===== config.mk =====
export PLATFORM = sky130hd
export DESIGN_NAME = irq_front_unit
export DESIGN_NICKNAME = d
export VERILOG_FILES = /design/src/rtl/irq_front_pkg.sv /design/src/rtl/irq_sync.sv /design/src/rtl/irq_ext_sense.sv /design/src/rtl/irq_pc_detect.sv /design/src/rtl/irq_arbiter.sv /design/src/rtl/irq_front_unit.sv
export SDC_FILE = /design/constraint.sdc
export NUM_CORES = 1
export LEC_CHECK = 0
export BUFFER_PORTS_ARGS = -buffer_cell sky130_fd_sc_hd__buf_4
export CORE_UTILIZATION = 45
export CTS_CLUSTER_DIAMETER = 150
export DETAILED_ROUTE_END_ITERATION = 16
export PLACE_DENSITY = 0.74
export SYNTH_ARGS = -nofsm -noshare
export SYNTH_HDL_FRONTEND = slang
export SYNTH_HIERARCHICAL = 1
export SYNTH_SLANG_ARGS = --single-unit

===== constraint.sdc =====
create_clock -name clk -period 2.6 [get_ports clk]
set_input_delay 0.39 -clock clk [delete_from_list [all_inputs] [get_ports clk]]
set_output_delay 0.39 -clock clk [all_outputs]
set_load 0.03 [all_outputs]

===== src/rtl/irq_front_pkg.sv =====
package irq_front_pkg;
    typedef enum logic [1:0] {
        SENSE_RISE = 2'b00,
        SENSE_FALL = 2'b01,
        SENSE_LOW  = 2'b10,
        SENSE_OFF  = 2'b11
    } sense_e;

    typedef enum logic [1:0] {
        ST_MASKED  = 2'b00,
        ST_ARMED   = 2'b01,
        ST_SERVICE = 2'b10
    } gie_state_e;
endpackage


===== src/rtl/irq_sync.sv =====
module irq_sync #(
    parameter int W       = 1,
    parameter bit RST_BIT = 1'b0
) (
    input  logic         clk,
    input  logic         rst_n,
    input  logic [W-1:0] din,
    output logic [W-1:0] dout
);
    logic [W-1:0] stage1_q;
    logic [W-1:0] stage2_q;

    always_ff @(posedge clk or negedge rst_n) begin
        if (!rst_n) begin
            stage1_q <= {W{RST_BIT}};
            stage2_q <= {W{RST_BIT}};
        end else begin
            stage1_q <= din;
            stage2_q <= stage1_q;
        end
    end

    assign dout = stage2_q;
endmodule


===== src/rtl/irq_ext_sense.sv =====
module irq_ext_sense
    import irq_front_pkg::*;
#(
    parameter int HOLD = 5
) (
    input  logic   clk,
    input  logic   rst_n,
    input  logic   pin_s,
    input  sense_e mode,
    input  logic   clr,
    output logic   pend
);
    localparam int CW = $clog2(HOLD + 1);

    logic          prev_q;
    logic          flag_q;
    logic [CW-1:0] low_cnt_q;
    logic          edge_mode;
    logic          hit;

    assign edge_mode = (mode == SENSE_RISE) || (mode == SENSE_FALL);
    assign hit = ((mode == SENSE_RISE) && pin_s && !prev_q) ||
                 ((mode == SENSE_FALL) && !pin_s && prev_q);

    always_ff @(posedge clk or negedge rst_n) begin
        if (!rst_n) begin
            prev_q    <= 1'b1;
            flag_q    <= 1'b0;
            low_cnt_q <= '0;
        end else begin
            prev_q <= pin_s;
            if (!edge_mode)      flag_q <= 1'b0;
            else if (hit)        flag_q <= 1'b1;
            else if (clr)        flag_q <= 1'b0;
            if ((mode == SENSE_LOW) && !pin_s) begin
                if (low_cnt_q != CW'(HOLD)) low_cnt_q <= low_cnt_q + CW'(1);
            end else begin
                low_cnt_q <= '0;
            end
        end
    end

    assign pend = edge_mode ? flag_q
                            : ((mode == SENSE_LOW) && (low_cnt_q == CW'(HOLD)));
endmodule


===== src/rtl/irq_pc_detect.sv =====
module irq_pc_detect #(
    parameter int N = 4
) (
    input  logic         clk,
    input  logic         rst_n,
    input  logic [N-1:0] pin_s,
    input  logic [N-1:0] pin_en,
    input  logic         clr,
    output logic         pend
);
    logic [N-1:0] prev_q;
    logic         flag_q;
    logic         changed;

    assign changed = |((pin_s ^ prev_q) & pin_en);

    always_ff @(posedge clk or negedge rst_n) begin
        if (!rst_n) begin
            prev_q <= '0;
            flag_q <= 1'b0;
        end else begin
            prev_q <= pin_s;
            if (changed)  flag_q <= 1'b1;
            else if (clr) flag_q <= 1'b0;
        end
    end

    assign pend = flag_q;
endmodule


===== src/rtl/irq_arbiter.sv =====
module irq_arbiter #(
    parameter int NSRC = 3,
    parameter int VW   = 2
) (
    input  logic [NSRC-1:0] active,
    output logic            any,
    output logic [VW-1:0]   win
);
    always_comb begin
        win = '0;
        for (int i = NSRC - 1; i >= 0; i--) begin
            if (active[i]) win = VW'(i);
        end
    end

    assign any = |active;
endmodule


===== src/rtl/irq_front_unit.sv =====
module irq_front_unit
    import irq_front_pkg::*;
#(
    parameter int NUM_EXT    = 2,
    parameter int NUM_PC     = 4,
    parameter int LEVEL_HOLD = 5,
    localparam int NSRC      = NUM_EXT + 1,
    localparam int VW        = (NSRC > 1) ? $clog2(NSRC) : 1
) (
    input  logic                 clk,
    input  logic                 rst_n,
    input  logic [NUM_EXT-1:0]   ext_pin,
    input  logic [2*NUM_EXT-1:0] ext_mode,
    input  logic [NUM_PC-1:0]    pc_pin,
    input  logic [NUM_PC-1:0]    pc_pin_en,
    input  logic [NSRC-1:0]      src_en,
    input  logic [NSRC-1:0]      flag_clr,
    input  logic                 gie_set,
    input  logic                 irq_ack,
    input  logic                 irq_ret,
    output logic                 irq_req,
    output logic [VW-1:0]        irq_vec,
    output logic                 gie,
    output logic [NSRC-1:0]      pend_flags
);
    gie_state_e state_q, state_d;
    logic [VW-1:0]      svc_q;
    logic [NSRC-1:0]    ret_clr;
    logic [NSRC-1:0]    src_clr;
    logic [NUM_EXT-1:0] ext_s;
    logic [NUM_PC-1:0]  pc_s;
    logic               arb_any;
    logic [VW-1:0]      arb_win;
    logic               accept;
    logic               ret_done;

    irq_sync #(.W(NUM_EXT), .RST_BIT(1'b1)) u_ext_sync (
        .clk(clk), .rst_n(rst_n), .din(ext_pin), .dout(ext_s));
    irq_sync #(.W(NUM_PC), .RST_BIT(1'b0)) u_pc_sync (
        .clk(clk), .rst_n(rst_n), .din(pc_pin), .dout(pc_s));

    assign ret_done = (state_q == ST_SERVICE) && irq_ret;
    assign ret_clr  = ret_done ? (NSRC'(1) << svc_q) : '0;
    assign src_clr  = flag_clr | ret_clr;

    for (genvar g = 0; g < NUM_EXT; g++) begin : g_ext
        irq_ext_sense #(.HOLD(LEVEL_HOLD)) u_sense (
            .clk(clk), .rst_n(rst_n), .pin_s(ext_s[g]),
            .mode(sense_e'(ext_mode[2*g +: 2])),
            .clr(src_clr[g]), .pend(pend_flags[g]));
    end

    irq_pc_detect #(.N(NUM_PC)) u_pc (
        .clk(clk), .rst_n(rst_n), .pin_s(pc_s), .pin_en(pc_pin_en),
        .clr(src_clr[NUM_EXT]), .pend(pend_flags[NUM_EXT]));

    irq_arbiter #(.NSRC(NSRC), .VW(VW)) u_arb (
        .active(pend_flags & src_en), .any(arb_any), .win(arb_win));

    assign accept = (state_q == ST_ARMED) && arb_any && irq_ack;

    // State register
    always_ff @(posedge clk or negedge rst_n) begin
        if (!rst_n) state_q <= ST_MASKED;
        else        state_q <= state_d;
    end

    // Served-source record, captured on ACCEPT
    always_ff @(posedge clk or negedge rst_n) begin
        if (!rst_n)      svc_q <= '0;
        else if (accept) svc_q <= arb_win;
    end

    // Next state
    always_comb begin
        state_d = state_q;
        unique case (state_q)
            ST_MASKED:  if (gie_set)  state_d = ST_ARMED;    // SET
            ST_ARMED:   if (accept)   state_d = ST_SERVICE;  // ACCEPT
            ST_SERVICE: if (irq_ret)  state_d = ST_ARMED;    // RETURN
            default:                  state_d = ST_MASKED;
        endcase
    end

    // Outputs
    always_comb begin
        gie     = 1'b0;
        irq_req = 1'b0;
        unique case (state_q)
            ST_ARMED: begin
                gie     = 1'b1;
                irq_req = arb_any;
            end
            ST_MASKED, ST_SERVICE: ;
            default: ;
        endcase
        irq_vec = arb_win;
    end
endmodule


==> qor.csv <==
stage;metric;value;unit
status;run_status;completed;
clock_network;clockBufferDepth;2;
synth;netlist-cell-type-count;32;
synth;synth.net_count;128;
timing;setup_viol;0;
pwr;peakVddDrop;498.1;uV
floorplan;io_pins;32;
clock_network;htree_levels;2;
placement;routabilityCongestion;0.7754;
timing;setup-tns-final;0;ns
clock_network;numCtsBuffers;5;
floorplan;coreArea;2734;um^2
synth;syn_area_per_cell;13.09;um^2
worst_setup_path;cp.required;2.21;ns
floorplan;rows;19;
synth;ys_warn_count;6;
floorplan;start_util;47.41;%
global_route;antenna_found_initial;0;
clock_network;worstSkewPairLatency;0.31;ns
synth;synth_ff_type;dfrtp_1;
detailed_routing;drc;0;
pwr;p_per_area;654.3;nW/um^2
clock_network;cts.clk_slew.worst_paths;0.09;ns
worst_setup_path;crit_arrival;2.06;ns
worst_setup_path;path_class;flip-flop to primary output;
floorplan;die_x;55.67;um
global_route;grt_pass1_vias;923;
clock_network;cts_sinks;31;
timing;fmax;407.8;MHz
detailed_routing;detailedRoute.firstIterationViolations;51;
worst_hold_path;hp-class;input pin to flip-flop;
clock_network;clockRootBuffer;clkbuf_4;
detailed_routing;post_drt_wl_per_cell;13.84;um
synth;ys_seq_area_share;60.42;%
finish;drive_gt1_share;38.57;%
global_route;globalRouteOverflowTotal;0;
synth;synth_edf_count;0;
detailed_routing;num_vias;906;
timing;final_hold_viol_count;0;
timing;rsz0062_at_grt;false;
finish;antenna_cells;0;
timing;fin_crit_sh;94.31;%
synth;syn-cell-area;1296;um^2
placement;port_buffers;31;
timing;period_minus_slack;2.452;ns
floorplan;fp.dieArea;3099;um^2
clock_network;cts_tree;built;
global_route;grt_pass1_wl;4071;um
worst_setup_path;critPathLaunchType;flip-flop;
timing;drv_slew;0;
detailed_routing;post_drt_via_cell_ratio;5.298;
synth;synthArstFlopShare;100.0;%
floorplan;die_h;55.67;um
detailed_routing;drt_wl_total;2367;um
global_route;track_usage;17.40;%
synth;synth_cells;99;
worst_setup_path;critPathMaxFanout;6;
pwr;p_leak;0.7971;nW
run;maxCapViolCount;0;
global_route;grt_max_degree;32;
synth;ys_ff_latch;31;
timing;max-slew-margin-rel;74.48;%
detailed_routing;drtPass1Iterations;4;
finish;nNetsFinal;168;
timing;skew;0.007165;ns
detailed_routing;antenna_left;0;
placement;dp_hpwl;1799;um
finish;syn2layout_area_growth;28.38;%
finish;finalCoreUtilization;60.87;%
timing;worstMarginPinSlew;0.3827;ns
worst_setup_path;crit_path_end_kind;primary output;
-- Yosys cell counts (all sizes together) (3+ instances only) --
cell type	number	area share, %
dfrtp	25	48
dfstp	6	12
a41o	3	2.3
and2	4	1.9
or3b	4	2.7
a21oi	3	1.2
o21ai	3	1.2
ha	4	3.9
inv	5	1.4
nor2b	3	1.6
nor2	4	1.2
nand4b	3	3.2
xor2	4	2.7
nand2b	3	1.4
-- metrics by stage --
| stage | hold WS [ns] | instances | total power, mW | instance area, um^2 | setup WS (ns) |
|---|---|---|---|---|---|
| global placement | 0.3324 | 161 | 0.7817 | 1568 | 0.4339 |
| CTS | 0.1629 | 170 | 1.107 | 1647 | 0.01168 |
| detailed placement | 0.3358 | 161 | 0.7928 | 1568 | 0.3778 |
| floorplan | 0.09441 | 99 | 0.6973 | 1296 | 0.007591 |
| global route | 0.1531 | 171 | 1.156 | 1664 | 0.01308 |
| finish | 0.1830 | 171 | 1.089 | 1664 | 0.1480 |
-- cell families (layout without fill, tap and decap cells) --
logic type / Yosys count / count (layout) / synth area share (%)
muxes: 3 / 3 / 3.089
adders and majority gates: 4 / 4 / 3.861
xor gates and xnor gates: 4 / 4 / 2.702
AOI/OAI and AO/OA: 19 / 19 / 10.71
DFF: 31 / 31 / 60.42
buffers and inverters: 5 / 46 / 1.448
and+or+nand+nor: 33 / 33 / 17.76
-- state kept, by name (all words and copies together) (netlist names) --
name	flops
g_ext.u_sense/flag_q	2
g_ext.u_sense/low_cnt_q	6
g_ext.u_sense/prev_q	2
state_q	2
svc_q	2
u_ext_sync/dout	2
u_ext_sync/stage1_q	2
u_pc/pend	1
u_pc/prev_q	4
u_pc_sync/dout	4
u_pc_sync/stage1_q	4
-- per-layer routing --
metal / vias to the layer above / track usage (%) / part of all wire [%]
li1: 437 / - / -
met4: 0 / 8.214 / 2.3
met5: - / 0 / 0
met3: 7 / 5.116 / 5.3
met2: 33 / 29.60 / 51
met1: 429 / 20.09 / 42
-- worst max-delay path: stages (launching register included) --
cell	delay (ns)
dfrtp_1	0.42
ha_2	0.23
nand4b_1	0.09
o21ai_0	0.10
and2_1	0.19
or3_4	0.41
and2_1	0.15
buf_4	0.16
-- layout by cell type (no fill, tap or decap), drive strengths merged, types with 3 or more instances in the layout --
| cell | Yosys | layout |
|---|---|---|
| buf | 0 | 32 |
| dfrtp | 25 | 25 |
| clkbuf | 0 | 8 |
| dfstp | 6 | 6 |
| inv | 5 | 5 |
| and2 | 4 | 4 |
| nor2 | 4 | 4 |
| xor2 | 4 | 4 |
| or3b | 4 | 4 |
| ha | 4 | 4 |
| a41o | 3 | 3 |
| nand2b | 3 | 3 |
| o21ai | 3 | 3 |
| a21oi | 3 | 3 |
| nand4b | 3 | 3 |
| nor2b | 3 | 3 |
-- power by group --
part	internal (mW)	total, mW	switching [mW]
clock network	0.159	0.304	0.145
logic	0.110	0.214	0.104
registers	0.526	0.571	0.0453
total	0.795	1.09	0.294
-- worst paths after layout --
check	from	to	depth (start not counted)	slack, ns
setup / recovery	g_ext[1].u_sense/low_cnt_q[0]$_DFFE_PN0P_	irq_req	7	0.15
hold / removal	ext_pin[0]	u_ext_sync/stage1_q[0]$_DFF_PN1_	1	0.18
setup reg to reg	g_ext[1].u_sense/low_cnt_q[0]$_DFFE_PN0P_	svc_q[0]$_DFFE_PN0P_	7	0.63
hold reg to reg	u_pc_sync/stage1_q[2]$_DFF_PN0_	u_pc_sync/dout[2]$_DFF_PN0_	0	0.35
max in group asynchronous	rst_n	u_ext_sync/stage1_q[0]$_DFF_PN1_	2	1.74
min in group asynchronous	rst_n	g_ext[1].u_sense/low_cnt_q[0]$_DFFE_PN0P_	2	0.53
-- timing repair --
item / in CTS / in global routing
setup buffers: 0 / 1
setup endpoints to repair: 0 / 1
hold buffers: 1 / 0
resized for setup: 0 / 3
hold endpoints to repair: 25 / 0
-- layout make-up --
class	instances	area, um^2
tap	31	38.79
multi-input combinational	63	504.2
timing repair buffer	33	250.2
sequential	31	783.3
clock buffer	8	68.82
fill	239	1070
inverter	5	18.77
Power figures use the tool's default switching activity.
